$ cat config.mk
export PLATFORM = sky130hd
export DESIGN_NAME = pingpong_rx
export DESIGN_NICKNAME = d
export VERILOG_FILES = /design/src/rtl/rxpp_pkg.sv /design/src/rtl/rxpp_addr_filter.sv /design/src/rtl/rxpp_frame_ctrl.sv /design/src/rtl/rxpp_buf_mem.sv /design/src/rtl/pingpong_rx.sv
export SDC_FILE = /design/constraint.sdc
export NUM_CORES = 1
export LEC_CHECK = 0
export BUFFER_PORTS_ARGS = -buffer_cell sky130_fd_sc_hd__buf_2
export CORE_AREA = 5 5 295 297
export CTS_BUF_LIST = sky130_fd_sc_hd__clkbuf_16
export DETAILED_ROUTE_END_ITERATION = 8
export DIE_AREA = 0 0 300 302
export PLACE_DENSITY_LB_ADDON = 0.15
export SLEW_MARGIN = 30
export SYNTH_ARGS = -nofsm -noshare
export SYNTH_HDL_FRONTEND = slang
export SYNTH_HIERARCHICAL = 1
export SYNTH_SLANG_ARGS = --single-unit
$ cat constraint.sdc
create_clock -name clk -period 3.68 [get_ports clk]
set_clock_uncertainty 0.1 [all_clocks]
set_input_delay 0.552 -clock clk [delete_from_list [all_inputs] [get_ports clk]]
set_output_delay 0.552 -clock clk [all_outputs]
set_load 0.005 [all_outputs]
$ cat src/rtl/rxpp_pkg.sv
package rxpp_pkg;

    localparam int MAC_BYTES = 6;
    localparam int BIT_FULL  = 0;
    localparam int BIT_IE    = 3;
    localparam int BIT_GIE   = 31;

    typedef enum logic [1:0] {
        REG_CTL0   = 2'd0,
        REG_CTL1   = 2'd1,
        REG_GLOBAL = 2'd2,
        REG_SPARE  = 2'd3
    } reg_sel_e;

    typedef struct packed {
        logic ie;
        logic full;
    } bank_ctl_t;

    // Byte i of the station address; byte 0 sits in the top bits.
    function automatic logic [7:0] addr_byte(input logic [47:0] mac, input logic [2:0] i);
        logic [47:0] shifted;
        shifted = mac << {i, 3'b000};
        return shifted[47:40];
    endfunction

    function automatic logic is_group(input logic [7:0] first_byte);
        return first_byte[7];
    endfunction

    function automatic logic [31:0] ctl_word(input bank_ctl_t c);
        logic [31:0] w;
        w = '0;
        w[BIT_FULL] = c.full;
        w[BIT_IE]   = c.ie;
        return w;
    endfunction

endpackage

$ cat src/rtl/rxpp_addr_filter.sv
module rxpp_addr_filter
    import rxpp_pkg::*;
#(
    parameter int IW = 7
) (
    input  logic          clk,
    input  logic          rst,
    input  logic          valid,
    input  logic          first,
    input  logic [IW-1:0] idx,
    input  logic [7:0]    data,
    input  logic [47:0]   mac,
    output logic          pass
);
    logic grp_q, match_q;
    logic grp_now, match_now, in_hdr;

    always_comb begin
        in_hdr    = idx < IW'(MAC_BYTES);
        grp_now   = first ? is_group(data) : grp_q;
        match_now = (first ? 1'b1 : match_q)
                    && (!in_hdr || data == addr_byte(mac, idx[2:0]));
        pass      = grp_now || match_now;
    end

    always_ff @(posedge clk) begin
        if (rst) begin
            grp_q   <= 1'b0;
            match_q <= 1'b0;
        end else if (valid) begin
            grp_q   <= grp_now;
            match_q <= match_now;
        end
    end
endmodule

$ cat src/rtl/rxpp_frame_ctrl.sv
module rxpp_frame_ctrl
    import rxpp_pkg::*;
#(
    parameter int BUF_BYTES = 64,
    parameter int IW        = 7
) (
    input  logic          clk,
    input  logic          rst,
    input  logic          in_valid,
    input  logic          in_last,
    input  logic          cur_full,
    input  logic          pass,
    output logic          first,
    output logic [IW-1:0] idx,
    output logic          mem_we,
    output logic          commit
);
    logic          in_frame_q, lost_q;
    logic [IW-1:0] cnt_q;
    logic          lost_now, fits;

    always_comb begin
        first    = in_valid && !in_frame_q;
        idx      = first ? '0 : cnt_q;
        lost_now = first ? cur_full : lost_q;
        fits     = idx < IW'(BUF_BYTES);
        mem_we   = in_valid && !lost_now && fits;
        commit   = in_valid && in_last && !lost_now && fits
                   && (idx >= IW'(MAC_BYTES - 1)) && pass;
    end

    always_ff @(posedge clk) begin
        if (rst) begin
            in_frame_q <= 1'b0;
            lost_q     <= 1'b0;
            cnt_q      <= '0;
        end else if (in_valid) begin
            in_frame_q <= !in_last;
            lost_q     <= lost_now;
            cnt_q      <= fits ? idx + 1'b1 : idx;
        end
    end

    // a byte beyond the bank never reaches the store
    assert_no_overflow_R4: assert property (@(posedge clk) disable iff (rst)
        (in_valid && in_frame_q && cnt_q >= IW'(BUF_BYTES)) |-> !mem_we && !commit);
endmodule

$ cat src/rtl/rxpp_buf_mem.sv
module rxpp_buf_mem #(
    parameter int BUF_BYTES = 64,
    parameter int AW        = 6
) (
    input  logic          clk,
    input  logic          we,
    input  logic          wsel,
    input  logic [AW-1:0] waddr,
    input  logic [7:0]    wdata,
    input  logic          rsel,
    input  logic [AW-1:0] raddr,
    output logic [7:0]    rdata
);
    logic [7:0] bank_rd [2];

    for (genvar b = 0; b < 2; b++) begin : g_bank
        logic [7:0] store [BUF_BYTES];
        always_ff @(posedge clk) begin
            if (we && (wsel == 1'(b))) store[waddr] <= wdata;
        end
        assign bank_rd[b] = store[raddr];
    end

    assign rdata = bank_rd[rsel];
endmodule

$ cat src/rtl/pingpong_rx.sv
module pingpong_rx
    import rxpp_pkg::*;
#(
    parameter int BUF_BYTES = 64,
    localparam int IW = $clog2(BUF_BYTES + 1),
    localparam int AW = $clog2(BUF_BYTES)
) (
    input  logic          clk,
    input  logic          rst,
    input  logic          in_valid,
    input  logic [7:0]    in_data,
    input  logic          in_last,
    input  logic [47:0]   station_mac,
    input  logic          pingpong_en,
    input  logic          reg_we,
    input  logic [1:0]    reg_addr,
    input  logic [31:0]   reg_wdata,
    output logic [31:0]   reg_rdata,
    input  logic          mem_rd_buf,
    input  logic [AW-1:0] mem_rd_addr,
    output logic [7:0]    mem_rd_data,
    output logic          active_buf,
    output logic          irq
);
    bank_ctl_t     ctl_q [2];
    logic          gie_q, active_q, irq_q;
    logic          first, pass, mem_we, commit, cur_full;
    logic [IW-1:0] idx;
    logic          unused_wdata_bits;

    assign unused_wdata_bits = ^{reg_wdata[30:4], reg_wdata[2:1]};
    assign cur_full = ctl_q[active_q].full;

    rxpp_addr_filter #(.IW(IW)) i_filter (
        .clk(clk), .rst(rst), .valid(in_valid), .first(first), .idx(idx),
        .data(in_data), .mac(station_mac), .pass(pass)
    );

    rxpp_frame_ctrl #(.BUF_BYTES(BUF_BYTES), .IW(IW)) i_ctrl (
        .clk(clk), .rst(rst), .in_valid(in_valid), .in_last(in_last),
        .cur_full(cur_full), .pass(pass), .first(first), .idx(idx),
        .mem_we(mem_we), .commit(commit)
    );

    rxpp_buf_mem #(.BUF_BYTES(BUF_BYTES), .AW(AW)) i_mem (
        .clk(clk), .we(mem_we), .wsel(active_q), .waddr(idx[AW-1:0]),
        .wdata(in_data), .rsel(mem_rd_buf), .raddr(mem_rd_addr),
        .rdata(mem_rd_data)
    );

    always_ff @(posedge clk) begin
        if (rst) begin
            ctl_q[0] <= '0;
            ctl_q[1] <= '0;
            gie_q    <= 1'b0;
            active_q <= 1'b0;
            irq_q    <= 1'b0;
        end else begin
            if (reg_we) begin
                case (reg_sel_e'(reg_addr))
                    REG_CTL0: begin
                        ctl_q[0].ie <= reg_wdata[BIT_IE];
                        if (!reg_wdata[BIT_FULL]) ctl_q[0].full <= 1'b0;
                    end
                    REG_CTL1: begin
                        ctl_q[1].ie <= reg_wdata[BIT_IE];
                        if (!reg_wdata[BIT_FULL]) ctl_q[1].full <= 1'b0;
                    end
                    REG_GLOBAL: gie_q <= reg_wdata[BIT_GIE];
                    default: ;
                endcase
            end
            if (commit) begin
                ctl_q[active_q].full <= 1'b1;
                active_q <= pingpong_en ? ~active_q : 1'b0;
            end
            irq_q <= commit && gie_q && ctl_q[0].ie;
        end
    end

    always_comb begin
        case (reg_sel_e'(reg_addr))
            REG_CTL0:   reg_rdata = ctl_word(ctl_q[0]);
            REG_CTL1:   reg_rdata = ctl_word(ctl_q[1]);
            REG_GLOBAL: reg_rdata = {gie_q, 31'b0};
            default:    reg_rdata = '0;
        endcase
    end

    assign active_buf = active_q;
    assign irq        = irq_q;

    // a store never lands in a bank that is already full
    assert_no_commit_to_full_R3: assert property (@(posedge clk) disable iff (rst)
        commit |-> !cur_full);
    // the receiving bank reads full after the store
    assert_bank0_full_R5: assert property (@(posedge clk) disable iff (rst)
        (commit && !active_q) |=> ctl_q[0].full);
    assert_bank1_full_R5: assert property (@(posedge clk) disable iff (rst)
        (commit && active_q) |=> ctl_q[1].full);
    // a pulse only follows an enabled store
    assert_irq_gated_R6: assert property (@(posedge clk) disable iff (rst)
        irq |-> $past(commit && gie_q && ctl_q[0].ie));
    // bank selection after a store
    assert_pp_toggle_R7: assert property (@(posedge clk) disable iff (rst)
        (commit && pingpong_en) |=> active_q != $past(active_q));
    assert_pp_off_bank0_R7: assert property (@(posedge clk) disable iff (rst)
        (commit && !pingpong_en) |=> !active_q);
endmodule

==> run metrics, run 1 <==
outcome=complete, but fails checks; violated checks=setup timing; final hold violations=0; VDD IR max=0.000560 V; Initial Util=49.2%; Pwr Total=24.5 mW; Worst EP required=3.03 ns; Reg with most FFs=i_mem/g_bank.store; warnings from Yosys=6; FF/Latch Area=31100 µm²; largest net degree at the start of global routing=108; worst skew pair latency=0.64 ns; Regs by FF count=i_mem/g_bank.store x1024, i_ctrl/cnt_q x7, ctl_q x4; global-route wire length before repair=145000 µm; RSZ-0062 raised after global routing=true; first drt pass iteration count=5; Syn-to-layout area delta=17.0%; Hold Crit Depth=3; Finished Cell Area=48600 µm²; Crit Path Class=primary input to output port; Multi-input gate area=9720 µm²; Reg2Reg Depth=16; Cell variety after synth=58; Largest register FFs=1024; Post-synth top flop=edfxtp_1; Tmin final=3.81 ns; Post-Route WL=98100 µm; initial antenna violation count=4; EDFF count, synth=1026; Synth Register Bits=1043; Slew @ Worst Pin=0.966 ns; Post-Syn Area=41500 µm²; largest fanout on the critical path=8; relative slew slack=35.6%; Routed Antenna Nets=0; vias per inst=5.98; Worst Path Arrival=3.16 ns; max cap viols=0; number of cells produced by synthesis=1873; layout cells sized above 1=36.9%; drt initial violations=2023; CTS tree=yes; CTS sink cnt=1043; DIE AREA=90600 µm²; Clock transition at path regs=0.06 ns; Filler Cell Count=6251; # setup viols final=8; Core Region=84300 µm²; CTS Buf Count=102; Max Clk Rate=262 MHz; wire length per cell=28.9 µm; drt drc=0; sequential fraction of the synthesis area=75.0%; DP Area=44800 µm²; row cnt=107; CTS H-tree depth=3; number of global-route vias before repair=20800; CP startpoint kind=primary input; total congestion overflow=0; Detail Placement HPWL=62300 µm; I/O Buffers=86; IO Count=145; Static Leak=15.9 nW; setup ws final=-0.130 ns; max-slew violation count=0; RePlAce Congestion=0.778; total number of vias=20300; Die W=300 µm; Final Core Density=57.6%; async set-or-reset flop fraction in the synthesized netlist=0%; Mean Syn Cell Area=22.2 µm²; fin crit share=104%; clock buffer depth=3; Die Ht=302 µm; Total GRT Usage=22.0%; CP endpoint kind=output port; CTS root buf=clkbuf_16; final net count=2320; Pwr Density=504 nW/µm²; HP Class=primary input to register
cells by family (layout without fill, tap and decap cells):
kind of cell / Yosys count / in the layout / share of synthesized area [%]
flip-flops: 1043 / 1043 / 75.0
other: 1 / 30 / 0.00903
AND/OR/NAND/NOR: 248 / 248 / 2.76
multiplexers: 375 / 375 / 19.2
buffers and inverters: 145 / 545 / 1.88
AO/OA/AOI/OAI: 44 / 44 / 0.723
adder cells (fa/ha/maj): 1 / 1 / 0.0301
XOR/XNOR: 16 / 16 / 0.338
report_power, final:
group | switching, mW | leakage [nW] | internal, mW
registers | 0.00658 | 9.36 | 13.1
clock network | 4.27 | 1.65 | 5.63
logic | 0.816 | 4.88 | 0.697
timing repair:
| action | in CTS | in global routing |
|---|---|---|
| hold buffers | 1 | 0 |
| setup buffers | 9 | 3 |
| endpoints found under the setup margin | 8 | 13 |
| cloned | 9 | 0 |
| resized for setup | 41 | 6 |
| pin swaps | 0 | 2 |
| hold endpoints to repair | 1 | 0 |
cell type report:
type | count | share of cell area, %
Tap cell | 1090 | 2.81
Inverter | 14 | 0.108
Timing Repair Buffer | 342 | 6.40
Sequential cell | 1043 | 64.1
Antenna cell | 1 | 0.00515
Multi-Input combinational cell | 713 | 20.0
Clock inverter | 86 | 1.24
Clock buffer | 103 | 5.31
worst max-delay path, cell delays in order:
cell    delay (ns)
buf_16        0.13
buf_12        0.16
buf_12        0.14
mux4_2        0.57
mux4_2        0.56
mux4_2        0.59
mux2_4        0.30
buf_6         0.12
cell usage after synthesis (all sizes together), types with 3 or more instances:
cell type     n  share of area (%)
a21oi        10               0.12
mux2i        24               0.58
xor2          6               0.13
nor3          3              0.036
dfxtp        17               0.82
edfxtp     1026                 74
xnor2        10               0.21
or3           6              0.090
or3b          3              0.063
mux2         15               0.41
inv          14               0.13
and2          8               0.12
a211oi        3              0.054
clkbuf       52               0.49
nor2        147                1.3
nand2b       10               0.16
and3          3              0.048
buf          79                1.3
o21ai        11               0.13
nand3        16               0.19
a221oi        6               0.13
nand2        27               0.24
mux4        336                 18
o22ai         3              0.045
nand3b       10               0.18
worst paths after layout:
kind	start	endpoint	slack [ns]
worst max register to register	i_ctrl/in_frame_q$_SDFFE_PP0P_	register	0.39
worst min-delay path	reg_wdata[31]	gie_q$_SDFFE_PP0P_	0.06
worst min register to register	i_ctrl/lost_q$_SDFFE_PP0P_	i_ctrl/lost_q$_SDFFE_PP0P_	0.35
worst max-delay path	mem_rd_addr[0]	mem_rd_data[4]	-0.13
placed cells by master (no fill, tap or decap), drive strengths merged, types with 3 or more instances in the layout:
| cell | instances |
|---|---|
| edfxtp | 1026 |
| buf | 341 |
| mux4 | 336 |
| nor2 | 147 |
| clkbuf | 103 |
| clkinv | 46 |
| inv | 42 |
| conb | 29 |
| nand2 | 27 |
| mux2i | 24 |
| dfxtp | 17 |
| nand3 | 16 |
| mux2 | 15 |
| o21ai | 11 |
| a21oi | 10 |
| nand3b | 10 |
| xnor2 | 10 |
| nand2b | 10 |
| bufinv | 8 |
| and2 | 8 |
| or3 | 6 |
| xor2 | 6 |
| a221oi | 6 |
| clkinvlp | 4 |
| a211oi | 3 |
| o22ai | 3 |
| or3b | 3 |
| nor3 | 3 |
| and3 | 3 |
per-layer routing:
metal  up-vias  routed length, µm  track usage [%]
met4         2               2380             6.19
met2       673              49400             36.2
met5         -                 13                0
met1     11000              40400             31.6
met3       107               5850             3.01
li1       8511                  -                -
metrics by stage:
step / std cells / worst slack, ns / hold slack (ns) / setup TNS, ns
5_1_grt: 3392 / -0.151 / 0.0667 / -1.00
4_1_cts: 3388 / -0.171 / 0.0168 / -0.987
6_report: 3392 / -0.130 / 0.0591 / -0.804
2_1_floorplan: 1901 / 0.0444 / 0.329 / 0
3_3_place_gp: 3180 / -0.254 / 0.339 / -2.07
3_5_place_dp: 3180 / -0.263 / 0.346 / -2.38
Note: power is estimated with default switching activity, not from simulation.
==> run 2, diff against run 1 <==
--- a/config.mk
+++ b/config.mk
@@ -6,10 +6,10 @@
 export NUM_CORES = 1
 export LEC_CHECK = 0
 export BUFFER_PORTS_ARGS = -buffer_cell sky130_fd_sc_hd__buf_2
-export CORE_AREA = 5 5 295 297
+export CORE_AREA = 2 2 292 294
 export CTS_BUF_LIST = sky130_fd_sc_hd__clkbuf_16
 export DETAILED_ROUTE_END_ITERATION = 8
-export DIE_AREA = 0 0 300 302
+export DIE_AREA = 0 0 294 296
 export PLACE_DENSITY_LB_ADDON = 0.15
 export SLEW_MARGIN = 30
 export SYNTH_ARGS = -nofsm -noshare
==> constraint.sdc (replaced) <==
create_clock -name clk -period 4.2 [get_ports clk]
set_clock_uncertainty 0.1 [all_clocks]
set_input_delay 0.63 -clock clk [delete_from_list [all_inputs] [get_ports clk]]
set_output_delay 0.63 -clock clk [all_outputs]
set_load 0.005 [all_outputs]
==> run 2 against run 1 <==
The flow now finishes without violations; utilization is 1.3 points lower; setup slack better by 0.23 ns; sequential power is 13% lower; sequential cell count stayed put; register-to-register slack better by 0.12 ns; clock power is 12% lower; cell count is 2.9% lower; hold slack better by 0.064 ns; critical path depth stayed put; via count is 2.6% lower; die area is 3.9% lower; combinational power is 21% lower; critical endpoint is now mem_rd_data[1]; largest cell class unchanged; largest power group unchanged.
==> run metrics, run 2 (synthesis gave the netlist of run 1 again) <==
CTS root buf=clkbuf_16; layout cells sized above 1=33.8% (-3.2 points); IO Count=145 (unchanged); Setup Fix Bufs, Post-CTS=0 (-9); fin crit share=97.5%; CP startpoint kind=primary input; DP Area=44200 µm² (-1.5%); Hold Crit Depth=2 (-1); worst hold endpoint=i_ctrl/in_frame_q$_SDFFE_PP0P_; HP Class=primary input to register; row cnt=107 (unchanged); Worst Setup Slack post-DPL=0.0910 ns (+0.354 ns); max-slew violation count=0 (unchanged); Syn-to-layout area delta=14.2%; I/O Buffers=86 (unchanged); Worst Path Arrival=3.37 ns (+0.21 ns); cell mode on critical path=mux4_2; Reg2Reg Depth=15 (-1); relative slew slack=35.0% (-0.64 points); Regs by FF count=i_mem/g_bank.store x1024, i_ctrl/cnt_q x7, ctl_q x4; Die W=294 µm (-2.0%); setup ws final=0.103 ns (+0.233 ns); max cap viols=0 (unchanged); drt initial violations=1900 (-6.1%); largest fanout on the critical path=14 (+6); CTS sink cnt=1043 (unchanged); Reg with most FFs=i_mem/g_bank.store; Finished Cell Area=47400 µm² (-2.5%); Core Region=84200 µm² (-0.16%); Worst EP required=3.47 ns (+0.44 ns); # setup viols final=0 (-8); final hold violations=0 (unchanged); Max Clk Rate=244 MHz; flop2flop setup slack=0.51 ns (+0.12 ns); VDD IR max=0.000328 V (-41%); Tmin final=4.10 ns; Post-Route WL=95300 µm (-2.9%); global-route wire length before repair=138000 µm (-4.6%); Total GRT Usage=22.2% (+0.25 points); Largest register FFs=1024 (unchanged); RSZ-0062 raised after global routing=false; crit path buf inv count=4 (unchanged); post_cts resized=0 (-100%); drt drc=0 (unchanged); CTS H-tree depth=3 (unchanged); leading cell type in the layout, fill and taps excluded=edfxtp_1; Static Leak=15.2 nW (-4.5%); initial antenna violation count=6 (+2); Routed Antenna Nets=0 (unchanged); Initial Util=49.3% (+0.078 points); CP endpoint kind=output port; cell family with most CP delay=multiplexers; Clock transition at path regs=0.05 ns (about the same); CP max stage cell=mux4_2; Filler Cell Count=6193 (-0.93%); RePlAce Congestion=0.791 (+1.7%); hold_buf cts=0 (-1); CP peak stage delay=0.59 ns (about the same); reg2reg start=i_ctrl/cnt_q[0]$_SDFFE_PP0P_; CTS tree=yes; vias per inst=6.00 (+0.38%); DIE AREA=87000 µm² (-3.9%); clock buffer depth=3 (unchanged); Critical Path, Cell by Cell=buf_8 -> buf_12 -> buf_12 -> mux4_2 -> mux4_2 -> mux4_2 -> mux2_2 -> buf_2; wire length per cell=28.9 µm (about the same); Crit Path Class=primary input to output port; most frequent cells in the layout=edfxtp_1 (1026), mux4_2 (336), nor2_1 (147); worst skew pair latency=0.64 ns (about the same); CTS Buf Count=104 (+2.0%); Pwr Density=451 nW/µm² (-10%); final net count=2218 (-4.4%); largest net degree at the start of global routing=95 (-12%); Pwr Total=21.4 mW (-13%); Die Ht=296 µm (-2.0%); total congestion overflow=0 (unchanged); Slew @ Worst Pin=0.972 ns (+0.00595 ns); setup TNS=0 ns (+0.804 ns); first drt pass iteration count=7 (+2); total number of vias=19800 (-2.6%); Detail Placement HPWL=60400 µm (-3.0%); hold wc startpoint=in_last; number of global-route vias before repair=19900 (-4.0%); outcome=finished, final reports clean
## run 2: cell types whose count changed in the layout (fill, tap and decap cells not counted), sizes merged
cell / previous run / this run
inv: 42 / 36
buf: 341 / 238
clkinv: 46 / 56
clkinvlp: 4 / 2
dlygate4sd3: 1 / 0
bufinv: 8 / 6
clkbuf: 103 / 107
## run 2: worst max-delay path by stage
stage / cells past startpoint / end / slack (ns) / start
2_1_floorplan: 6 / mem_rd_data[0] / 0.41 / mem_rd_addr[0]
3_3_place_gp: 8 / mem_rd_data[1] / 0.11 / mem_rd_addr[0]
3_5_place_dp: 17 / register / 0.09 / in_valid
4_1_cts: 8 / mem_rd_data[1] / 0.08 / mem_rd_addr[0]
5_1_grt: 8 / mem_rd_data[6] / 0.07 / mem_rd_addr[0]
6_report: 8 / mem_rd_data[1] / 0.10 / mem_rd_addr[0]
## run 2: per-stage QoR
step | utilization, % | hold slack [ns] | cells
3_3_place_gp | 52.4 | 0.342 | 3098
3_5_place_dp | 52.4 | 0.351 | 3098
2_1_floorplan | - | 0.329 | 1901
4_1_cts | 56.2 | 0.0943 | 3291
6_report | 56.3 | 0.123 | 3292
5_1_grt | 56.3 | 0.126 | 3291
## run 2: cell type report
cell class	count	area, µm²	area share (%)
multi-input combinational	713	9680	20.4
timing repair buffer	238	1920	4.05
clock inverter	86	537	1.13
clock buffer	107	2680	5.65
sequential	1043	31100	65.7
tap	1090	1360	2.88
antenna	1	2.50	0.00528
inverter	14	52.6	0.111
## run 2: metal layers
metal  up-vias  global-route usage [%]  part of all wire [%]
met5         -                       0                     0
met4         0                    5.16                   1.8
met3       107                    3.34                   6.5
met2       668                    36.7                    51
met1     10700                    31.7                    41
li1       8302                       -                     -
## run 2: where the power goes
part           internal [mW]  switching (mW)
sequential              11.4         0.00576
combinational          0.512           0.683
clock                   4.95            3.77
total                   16.9            4.46
